$ cat config.mk
export PLATFORM = sky130hd
export DESIGN_NAME = prio_vec_intc
export DESIGN_NICKNAME = d
export VERILOG_FILES = /design/src/rtl/prio_vec_intc_pkg.sv /design/src/rtl/pvi_regs.sv /design/src/rtl/pvi_arb.sv /design/src/rtl/prio_vec_intc.sv
export SDC_FILE = /design/constraint.sdc
export NUM_CORES = 1
export LEC_CHECK = 0
export BUFFER_PORTS_ARGS = -buffer_cell sky130_fd_sc_hd__buf_2
export CORE_MARGIN = 5
export CORE_UTILIZATION = 59
export DETAILED_ROUTE_END_ITERATION = 8
export PLACE_DENSITY = 0.81
export SLEW_MARGIN = 20
export SYNTH_ARGS = -nofsm -noshare
export SYNTH_HDL_FRONTEND = slang
export SYNTH_HIERARCHICAL = 1
export SYNTH_SLANG_ARGS = --single-unit
$ cat constraint.sdc
create_clock -name clk -period 34.6 [get_ports clk]
set_input_delay 10.38 -clock clk [delete_from_list [all_inputs] [get_ports clk]]
set_output_delay 10.38 -clock clk [all_outputs]
set_load 0.05 [all_outputs]
$ cat src/rtl/prio_vec_intc_pkg.sv
package prio_vec_intc_pkg;
  localparam logic [7:0] OFS_SPUR = 8'h10;
  localparam logic [7:0] OFS_SYS  = 8'h12;
  localparam logic [7:0] OFS_ACC0 = 8'h14;
  localparam logic [7:0] OFS_CH0  = 8'hF2;
  localparam logic [7:0] OFS_XIRQ = 8'hF4;
  localparam logic [7:0] OFS_SWI  = 8'hF6;
  localparam logic [7:0] OFS_TRAP = 8'hF8;
  localparam int unsigned MAX_CH  = 109;

  // low byte of a maskable channel vector: channel 0 sits highest
  function automatic logic [7:0] ch_ofs(input int unsigned idx);
    return OFS_CH0 - 8'(2 * idx);
  endfunction
endpackage

$ cat src/rtl/pvi_regs.sv
module pvi_regs #(
  parameter int unsigned NUM_CH   = 8,
  parameter int unsigned AW       = 4,
  parameter logic [7:0]  BASE_RST = 8'hFF
) (
  input  logic                   clk,
  input  logic                   rst_n,
  input  logic                   we,
  input  logic [AW-1:0]          addr,
  input  logic [7:0]             wdata,
  output logic [7:0]             rdata,
  output logic [7:0]             base,
  output logic [NUM_CH-1:0]      route,
  output logic [NUM_CH-1:0][2:0] lvl
);
  logic unused_wbits;
  assign unused_wbits = ^wdata[6:3];

  always_ff @(posedge clk or negedge rst_n) begin
    if (!rst_n) begin
      base  <= BASE_RST;
      route <= '0;
      for (int i = 0; i < NUM_CH; i++) lvl[i] <= 3'd1;
    end else if (we) begin
      if (addr == '0) base <= wdata;
      for (int i = 0; i < NUM_CH; i++) begin
        if (addr == AW'(i + 1)) begin
          // the pin request channel may only serve the CPU
          route[i] <= (i == 0) ? 1'b0 : wdata[7];
          lvl[i]   <= wdata[2:0];
        end
      end
    end
  end

  always_comb begin
    rdata = 8'h00;
    if (addr == '0) rdata = base;
    for (int i = 0; i < NUM_CH; i++)
      if (addr == AW'(i + 1)) rdata = {route[i], 4'b0000, lvl[i]};
  end
endmodule

$ cat src/rtl/pvi_arb.sv
module pvi_arb #(
  parameter int unsigned NUM_CH = 8,
  parameter int unsigned IW     = (NUM_CH > 1) ? $clog2(NUM_CH) : 1
) (
  input  logic                   clk,
  input  logic                   rst_n,
  input  logic [NUM_CH-1:0]      elig,
  input  logic [NUM_CH-1:0][2:0] lvl,
  output logic                   hit,
  output logic [IW-1:0]          idx,
  output logic [2:0]             win_lvl
);
  // scan from the top index down; ">=" lets the lower index take ties
  always_comb begin
    hit     = 1'b0;
    idx     = '0;
    win_lvl = 3'd0;
    for (int i = NUM_CH - 1; i >= 0; i--) begin
      if (elig[i] && (lvl[i] >= win_lvl)) begin
        hit     = 1'b1;
        idx     = IW'(i);
        win_lvl = lvl[i];
      end
    end
  end

  for (genvar j = 0; j < NUM_CH; j++) begin : g_chk
    a_r8_no_higher_loser: assert property (@(posedge clk) disable iff (!rst_n)
      elig[j] |-> (hit && (lvl[j] <= win_lvl)));
    a_r8_tie_low_index: assert property (@(posedge clk) disable iff (!rst_n)
      (elig[j] && (lvl[j] == win_lvl)) |-> (int'(idx) <= j));
  end
endmodule

$ cat src/rtl/prio_vec_intc.sv
module prio_vec_intc
  import prio_vec_intc_pkg::*;
#(
  parameter int unsigned NUM_CH   = 8,
  parameter int unsigned CFG_AW   = $clog2(NUM_CH + 1),
  parameter logic [7:0]  BASE_RST = 8'hFF
) (
  input  logic              clk,
  input  logic              rst_n,
  input  logic              cfg_we,
  input  logic [CFG_AW-1:0] cfg_addr,
  input  logic [7:0]        cfg_wdata,
  output logic [7:0]        cfg_rdata,
  input  logic [NUM_CH-1:0] irq_req,
  input  logic              exc_trap,
  input  logic              exc_swi,
  input  logic              exc_xirq,
  input  logic [2:0]        exc_acc,
  input  logic              exc_sys,
  input  logic [1:0]        rst_cause,
  input  logic              cpu_imask,
  input  logic              cpu_xmask,
  input  logic [2:0]        cpu_ipl,
  output logic              cpu_irq,
  input  logic              cpu_fetch,
  output logic [15:0]       cpu_vec,
  output logic [2:0]        cpu_vec_lvl,
  output logic              cop_valid,
  input  logic              cop_ready,
  output logic [15:0]       cop_vec
);
  localparam int unsigned IW = (NUM_CH > 1) ? $clog2(NUM_CH) : 1;

  initial begin
    if (NUM_CH < 1 || NUM_CH > MAX_CH) $error("NUM_CH out of range");
  end

  logic [7:0]             base;
  logic [NUM_CH-1:0]      route;
  logic [NUM_CH-1:0][2:0] lvl;

  pvi_regs #(.NUM_CH(NUM_CH), .AW(CFG_AW), .BASE_RST(BASE_RST)) u_regs (
    .clk(clk), .rst_n(rst_n), .we(cfg_we), .addr(cfg_addr), .wdata(cfg_wdata),
    .rdata(cfg_rdata), .base(base), .route(route), .lvl(lvl)
  );

  logic [NUM_CH-1:0] elig_cpu, elig_cop;
  always_comb begin
    for (int i = 0; i < NUM_CH; i++) begin
      elig_cpu[i] = irq_req[i] && !route[i] && (lvl[i] > cpu_ipl) && !cpu_imask;
      elig_cop[i] = irq_req[i] && route[i] && (lvl[i] != 3'd0);
    end
  end

  logic          cpu_hit, cop_hit;
  logic [IW-1:0] cpu_idx, cop_idx;
  logic [2:0]    cpu_lvl, cop_lvl_unused;

  pvi_arb #(.NUM_CH(NUM_CH), .IW(IW)) u_arb_cpu (
    .clk(clk), .rst_n(rst_n), .elig(elig_cpu), .lvl(lvl),
    .hit(cpu_hit), .idx(cpu_idx), .win_lvl(cpu_lvl)
  );
  pvi_arb #(.NUM_CH(NUM_CH), .IW(IW)) u_arb_cop (
    .clk(clk), .rst_n(rst_n), .elig(elig_cop), .lvl(lvl),
    .hit(cop_hit), .idx(cop_idx), .win_lvl(cop_lvl_unused)
  );

  // fixed-order exception selection, above every maskable channel
  logic        exc_hit;
  logic [15:0] exc_vec;
  always_comb begin
    exc_hit = 1'b1;
    exc_vec = {base, OFS_SPUR};
    if (rst_cause != 2'd0)          exc_vec = {8'hFF, 8'hFE - {5'd0, rst_cause - 2'd1, 1'b0}};
    else if (exc_trap)              exc_vec = {base, OFS_TRAP};
    else if (exc_swi)               exc_vec = {base, OFS_SWI};
    else if (exc_xirq && !cpu_xmask) exc_vec = {base, OFS_XIRQ};
    else if (exc_acc[2])            exc_vec = {base, OFS_ACC0 + 8'd4};
    else if (exc_acc[1])            exc_vec = {base, OFS_ACC0 + 8'd2};
    else if (exc_acc[0])            exc_vec = {base, OFS_ACC0};
    else if (exc_sys)               exc_vec = {base, OFS_SYS};
    else                            exc_hit = 1'b0;
  end

  assign cpu_irq = exc_hit || cpu_hit;

  always_ff @(posedge clk or negedge rst_n) begin
    if (!rst_n) begin
      cpu_vec     <= 16'h0000;
      cpu_vec_lvl <= 3'd0;
    end else if (cpu_fetch) begin
      if (exc_hit) begin
        cpu_vec     <= exc_vec;
        cpu_vec_lvl <= cpu_ipl;
      end else if (cpu_hit) begin
        cpu_vec     <= {base, ch_ofs(int'(cpu_idx))};
        cpu_vec_lvl <= cpu_lvl;
      end else begin
        cpu_vec     <= {base, OFS_SPUR};
        cpu_vec_lvl <= cpu_ipl;
      end
    end
  end

  always_ff @(posedge clk or negedge rst_n) begin
    if (!rst_n) begin
      cop_valid <= 1'b0;
      cop_vec   <= 16'h0000;
    end else if (!cop_valid || cop_ready) begin
      cop_valid <= cop_hit;
      cop_vec   <= {base, ch_ofs(int'(cop_idx))};
    end
  end

  a_r13_cop_hold: assert property (@(posedge clk) disable iff (!rst_n)
    (cop_valid && !cop_ready) |=> (cop_valid && $stable(cop_vec)));
  a_r2_pin_never_cop: assert property (@(posedge clk) disable iff (!rst_n)
    cop_valid |-> (cop_vec[7:0] != OFS_CH0));
  a_r4_spurious_when_idle: assert property (@(posedge clk) disable iff (!rst_n)
    (cpu_fetch && !cpu_irq) |=> (cpu_vec == {$past(base), OFS_SPUR}));
  a_r10_vec_holds: assert property (@(posedge clk) disable iff (!rst_n)
    !cpu_fetch |=> ($stable(cpu_vec) && $stable(cpu_vec_lvl)));
  a_r6_reset_vec_fixed: assert property (@(posedge clk) disable iff (!rst_n)
    (cpu_fetch && (rst_cause != 2'd0)) |=> (cpu_vec[15:8] == 8'hFF));
endmodule

=== Word-level counts from Yosys, hierarchy flattened ===
Index checks and enable logic that the tools add are counted.

* Add/subtract/negate cells: 4
* Order comparisons: 22
* Eq/ne operators: 8
* Muxes and demuxes: 73
* Reduce and logical (&&, ||, !) cells: 83

{| class="wikitable"
|+ Operators by type and width
! cell !! count
|-
| $mux 8 || 13
|-
| $mux 3 || 33
|-
| $logic_and 1x1->1 || 53
|-
| $ge 3x3->1 || 13
|-
| $mux 16 || 2
|-
| $gt 3x3->1 || 8
|-
| $mux 1 || 23
|-
| $reduce_bool 3->1 || 7
|-
| $reduce_and 2->1 || 9
|-
| $eq 4x3->1 const B || 4
|-
| $sub 5x5->6 const A || 2
|-
| $logic_not 1->1 || 10
|-
| $eq 4x2->1 const B || 2
|-
| $sub 2x4->5 const A || 1
|-
| $eq 4x1->1 const B || 1
|-
| $eq 4x4->1 const B || 1
|-
| $logic_not 4->1 || 1
|-
| $mux 4 || 1
|-
| $ge 3x1->1 const B || 1
|-
| $logic_or 1x1->1 || 2
|-
| $mux 2 || 1
|-
| $reduce_bool 2->1 || 1
|-
| $sub 2x1->2 const B || 1
|}

* Flip-flop bits (word level): 75
* Output and inout bits: 45
* Word-level logic and storage cells: 210

=== Depth between registers and ports, before layout ===
* Depth after elaboration: 30
* Gate-level depth with buffers: 59

=== Hierarchy ===
Netlist, hierarchy kept.

{| class="wikitable"
|+ By module, submodules not included
! module !! times used !! cells each !! area an instance (um2) !! sequential area each (um2)
|-
| prio_vec_intc || 1 || 217 || 2129.5 || 750.7
|-
| pvi_regs || 1 || 158 || 2003.2 || 996.0
|-
| pvi_arb (u_arb_cop) || 1 || 152 || 1093.5 || 0.0
|-
| pvi_arb (u_arb_cpu) || 1 || 144 || 983.4 || 0.0
|}

=== Worst setup path before layout ===
No wires, ideal clock.

* Kind: input port to output port
* Start point: in cpu_ipl[1]
* End point: out cpu_irq
* Arrival: 20299 ps
* Data required time: 24220 ps
* Slack: 3921 ps
* Cell stages on the path: 54
* Buffers on the path: 0
* Path through: inv_1 > ha_1 > a21o_1 > a21oi_1 > a311oi_1 > nand2_1 > ha_1 > nand2_1 > o21ai_2 > and2_2 > mux2_2 > ha_1 > nor2b_1 > o21ai_0 > a221oi_1 > o21bai_1 > and2_1 > ha_1 > [18 not listed] > a21oi_2 > inv_1 > ha_1 > nand2b_1 > a21oi_1 > nor2b_1 > o21ai_1 > nor2_1 > a21oi_2 > ha_1 > nand2b_1 > a21oi_1 > nor2b_1 > o21ai_1 > nand4_1 > or2_2 > inv_1 > nand2b_1

* Longest elaborated chain between the ends: 27
* Elaborated cells between the ends (all ways): 55

{| class="wikitable"
|+ Ends and longest elaborated chain
! element !! RTL line !! text
|-
| from (decl) || prio_vec_intc.sv:23 || <nowiki>input logic [2:0] cpu_ipl,</nowiki>
|-
| $gt 3x3->1 * || prio_vec_intc.sv:50 || <nowiki>elig_cpu[i] = irq_req[i] && !route[i] && (lvl[i] > cpu_ipl) && !cpu_imask;</nowiki>
|-
| $logic_and 1x1->1 * (2 in series) || prio_vec_intc.sv:50 ||
|-
| net elig_cpu[7] || prio_vec_intc.sv:47 || <nowiki>logic [NUM_CH-1:0] elig_cpu, elig_cop;</nowiki>
|-
| $logic_and 1x1->1 * || pvi_arb.sv:19 || <nowiki>if (elig[i] && (lvl[i] >= win_lvl)) begin</nowiki>
|-
| $mux 3 || pvi_arb.sv:19 ||
|-
| $ge 3x3->1 || pvi_arb.sv:19 ||
|-
| $logic_and 1x1->1 || pvi_arb.sv:19 ||
|-
| $mux 3 || pvi_arb.sv:19 ||
|-
| [12 not listed] || -- ||
|-
| $ge 3x3->1 || pvi_arb.sv:19 ||
|-
| $logic_and 1x1->1 || pvi_arb.sv:19 ||
|-
| $mux 3 || pvi_arb.sv:19 ||
|-
| $ge 3x3->1 || pvi_arb.sv:19 ||
|-
| $logic_and 1x1->1 || pvi_arb.sv:19 ||
|-
| $mux 1 * || pvi_arb.sv:19 ||
|-
| net cpu_hit || prio_vec_intc.sv:55 || <nowiki>logic cpu_hit, cop_hit;</nowiki>
|-
| $logic_or 1x1->1 * || prio_vec_intc.sv:85 || <nowiki>assign cpu_irq = exc_hit || cpu_hit;</nowiki>
|-
| to (decl) || prio_vec_intc.sv:24 || <nowiki>output logic cpu_irq,</nowiki>
|}

The timed path passes the listed nets; every way through them passes the cells marked *.

=== Final worst setup path ===
Ends and elaborated chain as after synthesis.

==> metrics.md <==
| Metric | Value |
|---|---|
| Max FO, Critical Path | `8` |
| Layout cells sized above 1 | `28.5%` |
| Slew HR | `43.8%` |
| CTS Sinks | `69` |
| Crit path DAT | `21.67 ns` |
| Tightest hold margin | `0.491 ns` |
| Antenna diodes | `0` |
| Total CTS buffers | `9` |
| Initial Util | `60.0%` |
| Placed insts | `861` |
| Post-Layout Cell Count | `877` |
| Worst Setup Path Type | `input port to primary output` |
| Setup TNS | `0 ns` |
| Area Growth Syn to Fin | `10.1%` |
| Cell Area, Synth | `6160 µm²` |
| Final max-slew violation count | `0` |
| Grt total ovfl | `0` |
| IO Count | `84` |
| Antenna-violating nets left | `0` |
| Startpoint types | `input port` |
| Crit path top cell by count | `ha_1` |
| HP Start | `cop_vec[3]$_DFFE_PN0P_` |
| Crit end category | `primary output` |
| Yosys warns | `6` |
| Int Pwr | `215 µW` |
| GPL Wtd Cong | `0.911` |
| Final setup fails | `0` |
| Placement Setup Slack | `2.68 ns` |
| Pre-antenna DRT Iters | `7` |
| P per Cell Area | `58.0 nW/µm²` |
| Floorplan core area | `10300 µm²` |
| Vias in the first global route | `5492` |
| Clock Latency Late Sink | `0.35 ns` |
| Switching Fraction | `45.3%` |
| Clock Tree Root | `clkbuf_8` |
| Nets@finish | `829` |
| # DRC | `0` |
| R2r endpoint | `cpu_vec[3]$_DFFE_PN0P_` |
| Max cap viols | `0` |
| Initial antenna violation count | `0` |
| Hold Fails Final Rpt | `0` |
| Post-CTS Hold Fix Bufs | `0` |
| Via count | `5513` |
| Worst ir drop on vdd | `0.0565 mV` |
| Num rows | `37` |
| Die W | `112 µm` |
| Die H | `112 µm` |
| Synth Area per Inst | `9.28 µm²` |
| Critical Path RT | `24.22 ns` |
| Slowest Stage Delay on Critical Path | `0.56 ns` |
| Final Critical Period | `32.05 ns` |
| Mean routed wirelength per cell | `18.1 µm` |
| Drt first-iter violations | `525` |
| Comb pwr share | `49.3%` |
| RSZ-0062 raised after global routing | `no` |
| Hold path endpoint | `cop_vec[3]$_DFFE_PN0P_` |
| Outcome | `complete, no violations` |
| Flop2flop setup slack | `22.88 ns` |
| Worst slew pin tran | `0.837 ns` |
| H-tree Lvls | `3` |
| Worst path slowest cell | `a311oi_1` |
| Sequential share of power | `33.6%` |
| Hold depth | `1` |
| Setup Skew | `0.0103 ns` |
| Final Cycle Share | `92.6%` |
| Worst R2R Start | `u_regs/lvl[21]$_DFFE_PN1P_` |
| Mapped Cells | `664` |
| GRT Overall Usage | `25.3%` |
| Cts repair resizes | `0` |
| Buffers on Ports | `81` |
| Largest net degree at the start of global routing | `70` |
| Detail Placement HPWL | `12.4 mm` |
| Worst reg2reg path depth | `59` |
| Net Switching | `178 µW` |
| CTS tree | `done` |
| Clock slew at reported path FFs | `0.07 ns` |
| Clock network power share | `17.1%` |
| Final worst slack | `2.55 ns` |
| Worst hold path class | `flip-flop to flip-flop` |
| Postcts setup bufs | `0` |
| P_leak | `0.00302 µW` |
| WL final | `15.9 mm` |
| Total power | `394 µW` |
| Max Root-Sink Buffers | `2` |
| First-pass GRT wire length | `26.5 mm` |
| Fmax | `31.2 MHz` |
| Vias/cell | `6.29` |
| Die ar. | `12600 µm²` |
-- state kept, by name (all words and copies together) (netlist names) --
name,flops
u_regs/lvl,24
cop_vec,13
cpu_vec,13
u_regs/base,8
u_regs/route,7
cpu_vec_lvl,3
cop_valid,1
-- power groups by stage --
stage	combinational (µW)	sequential (µW)	clock [µW]
floorplan	123	150	0
global placement	182	132	0
detailed placement	192	133	0
CTS	193	132	69.2
global route	214	136	72.3
finish	194	132	67.4
-- critical path: cells and delay by family --
family                     cells  cell delay (ns)
AOI/OAI and AO/OA             19             4.03
and+or+nand+nor               23             3.60
adders and majority gates      9             2.57
buffers and inverters          5             0.74
muxes                          1             0.35
-- worst max-delay path by stage --
| stage | from | endpoint | slack (ns) | depth (start not counted) |
|---|---|---|---|---|
| floorplan | cpu_ipl[1] | cpu_irq | 3.92 | 54 |
| global placement | cpu_ipl[1] | cpu_irq | 3.22 | 57 |
| detailed placement | cpu_ipl[1] | cpu_irq | 2.68 | 57 |
| CTS | cpu_ipl[1] | cpu_irq | 2.64 | 57 |
| global route | cpu_ipl[1] | cpu_irq | 1.69 | 57 |
| finish | cpu_ipl[1] | cpu_irq | 2.55 | 57 |
-- metal layers --
metal  up-vias  global-route usage, %  routed length [µm]
met5         -                      0                   0
met2       219                   42.7                7730
met1      2663                   33.3                6870
met3        37                   3.67                 842
met4         0                   8.65                 415
li1       2594                      -                   -
-- final cells by class --
cell class,instances,area [µm²]
repair buffers,82,413
clock inverters,6,70.1
clock buffers,10,138
flip-flops and latches,69,1750
fillers,866,3490
multi-input cells,520,4050
well taps,136,170
inverters,54,203
-- cell usage in the layout (no fill, tap or decap), types with 4 or more instances in the layout --
cell and instances:
a21o_1 11, a21oi_1 36, a22oi_1 6, a311oi_1 9, a31oi_1 6, and2_1 17
buf_2 81, clkbuf_8 10, dfrtp_1 53, dfstp_2 16, ha_1 54, inv_1 54
mux2_1 11, mux2_2 46, mux2i_1 11, nand2_1 50, nand2b_1 14, nand3_1 14
nand3b_1 4, nand4_1 6, nor2_1 39, nor2b_1 9, nor3_1 10, nor3_2 4
nor4_1 5, o211ai_1 5, o21a_1 6, o21ai_0 18, o21ai_1 14, o22a_1 10
o311a_1 8, o31ai_1 4, or2_2 6
-- metrics by stage --
step | area, µm² | util [%]
after global routing | 6790 | 66.1
after CTS | 6790 | 66.0
final | 6790 | 66.1
after global placement | 6580 | 64.0
after detailed placement | 6580 | 64.0
after floorplan | 6170 | -
No activity file was read; power rests on OpenSTA's default activity.
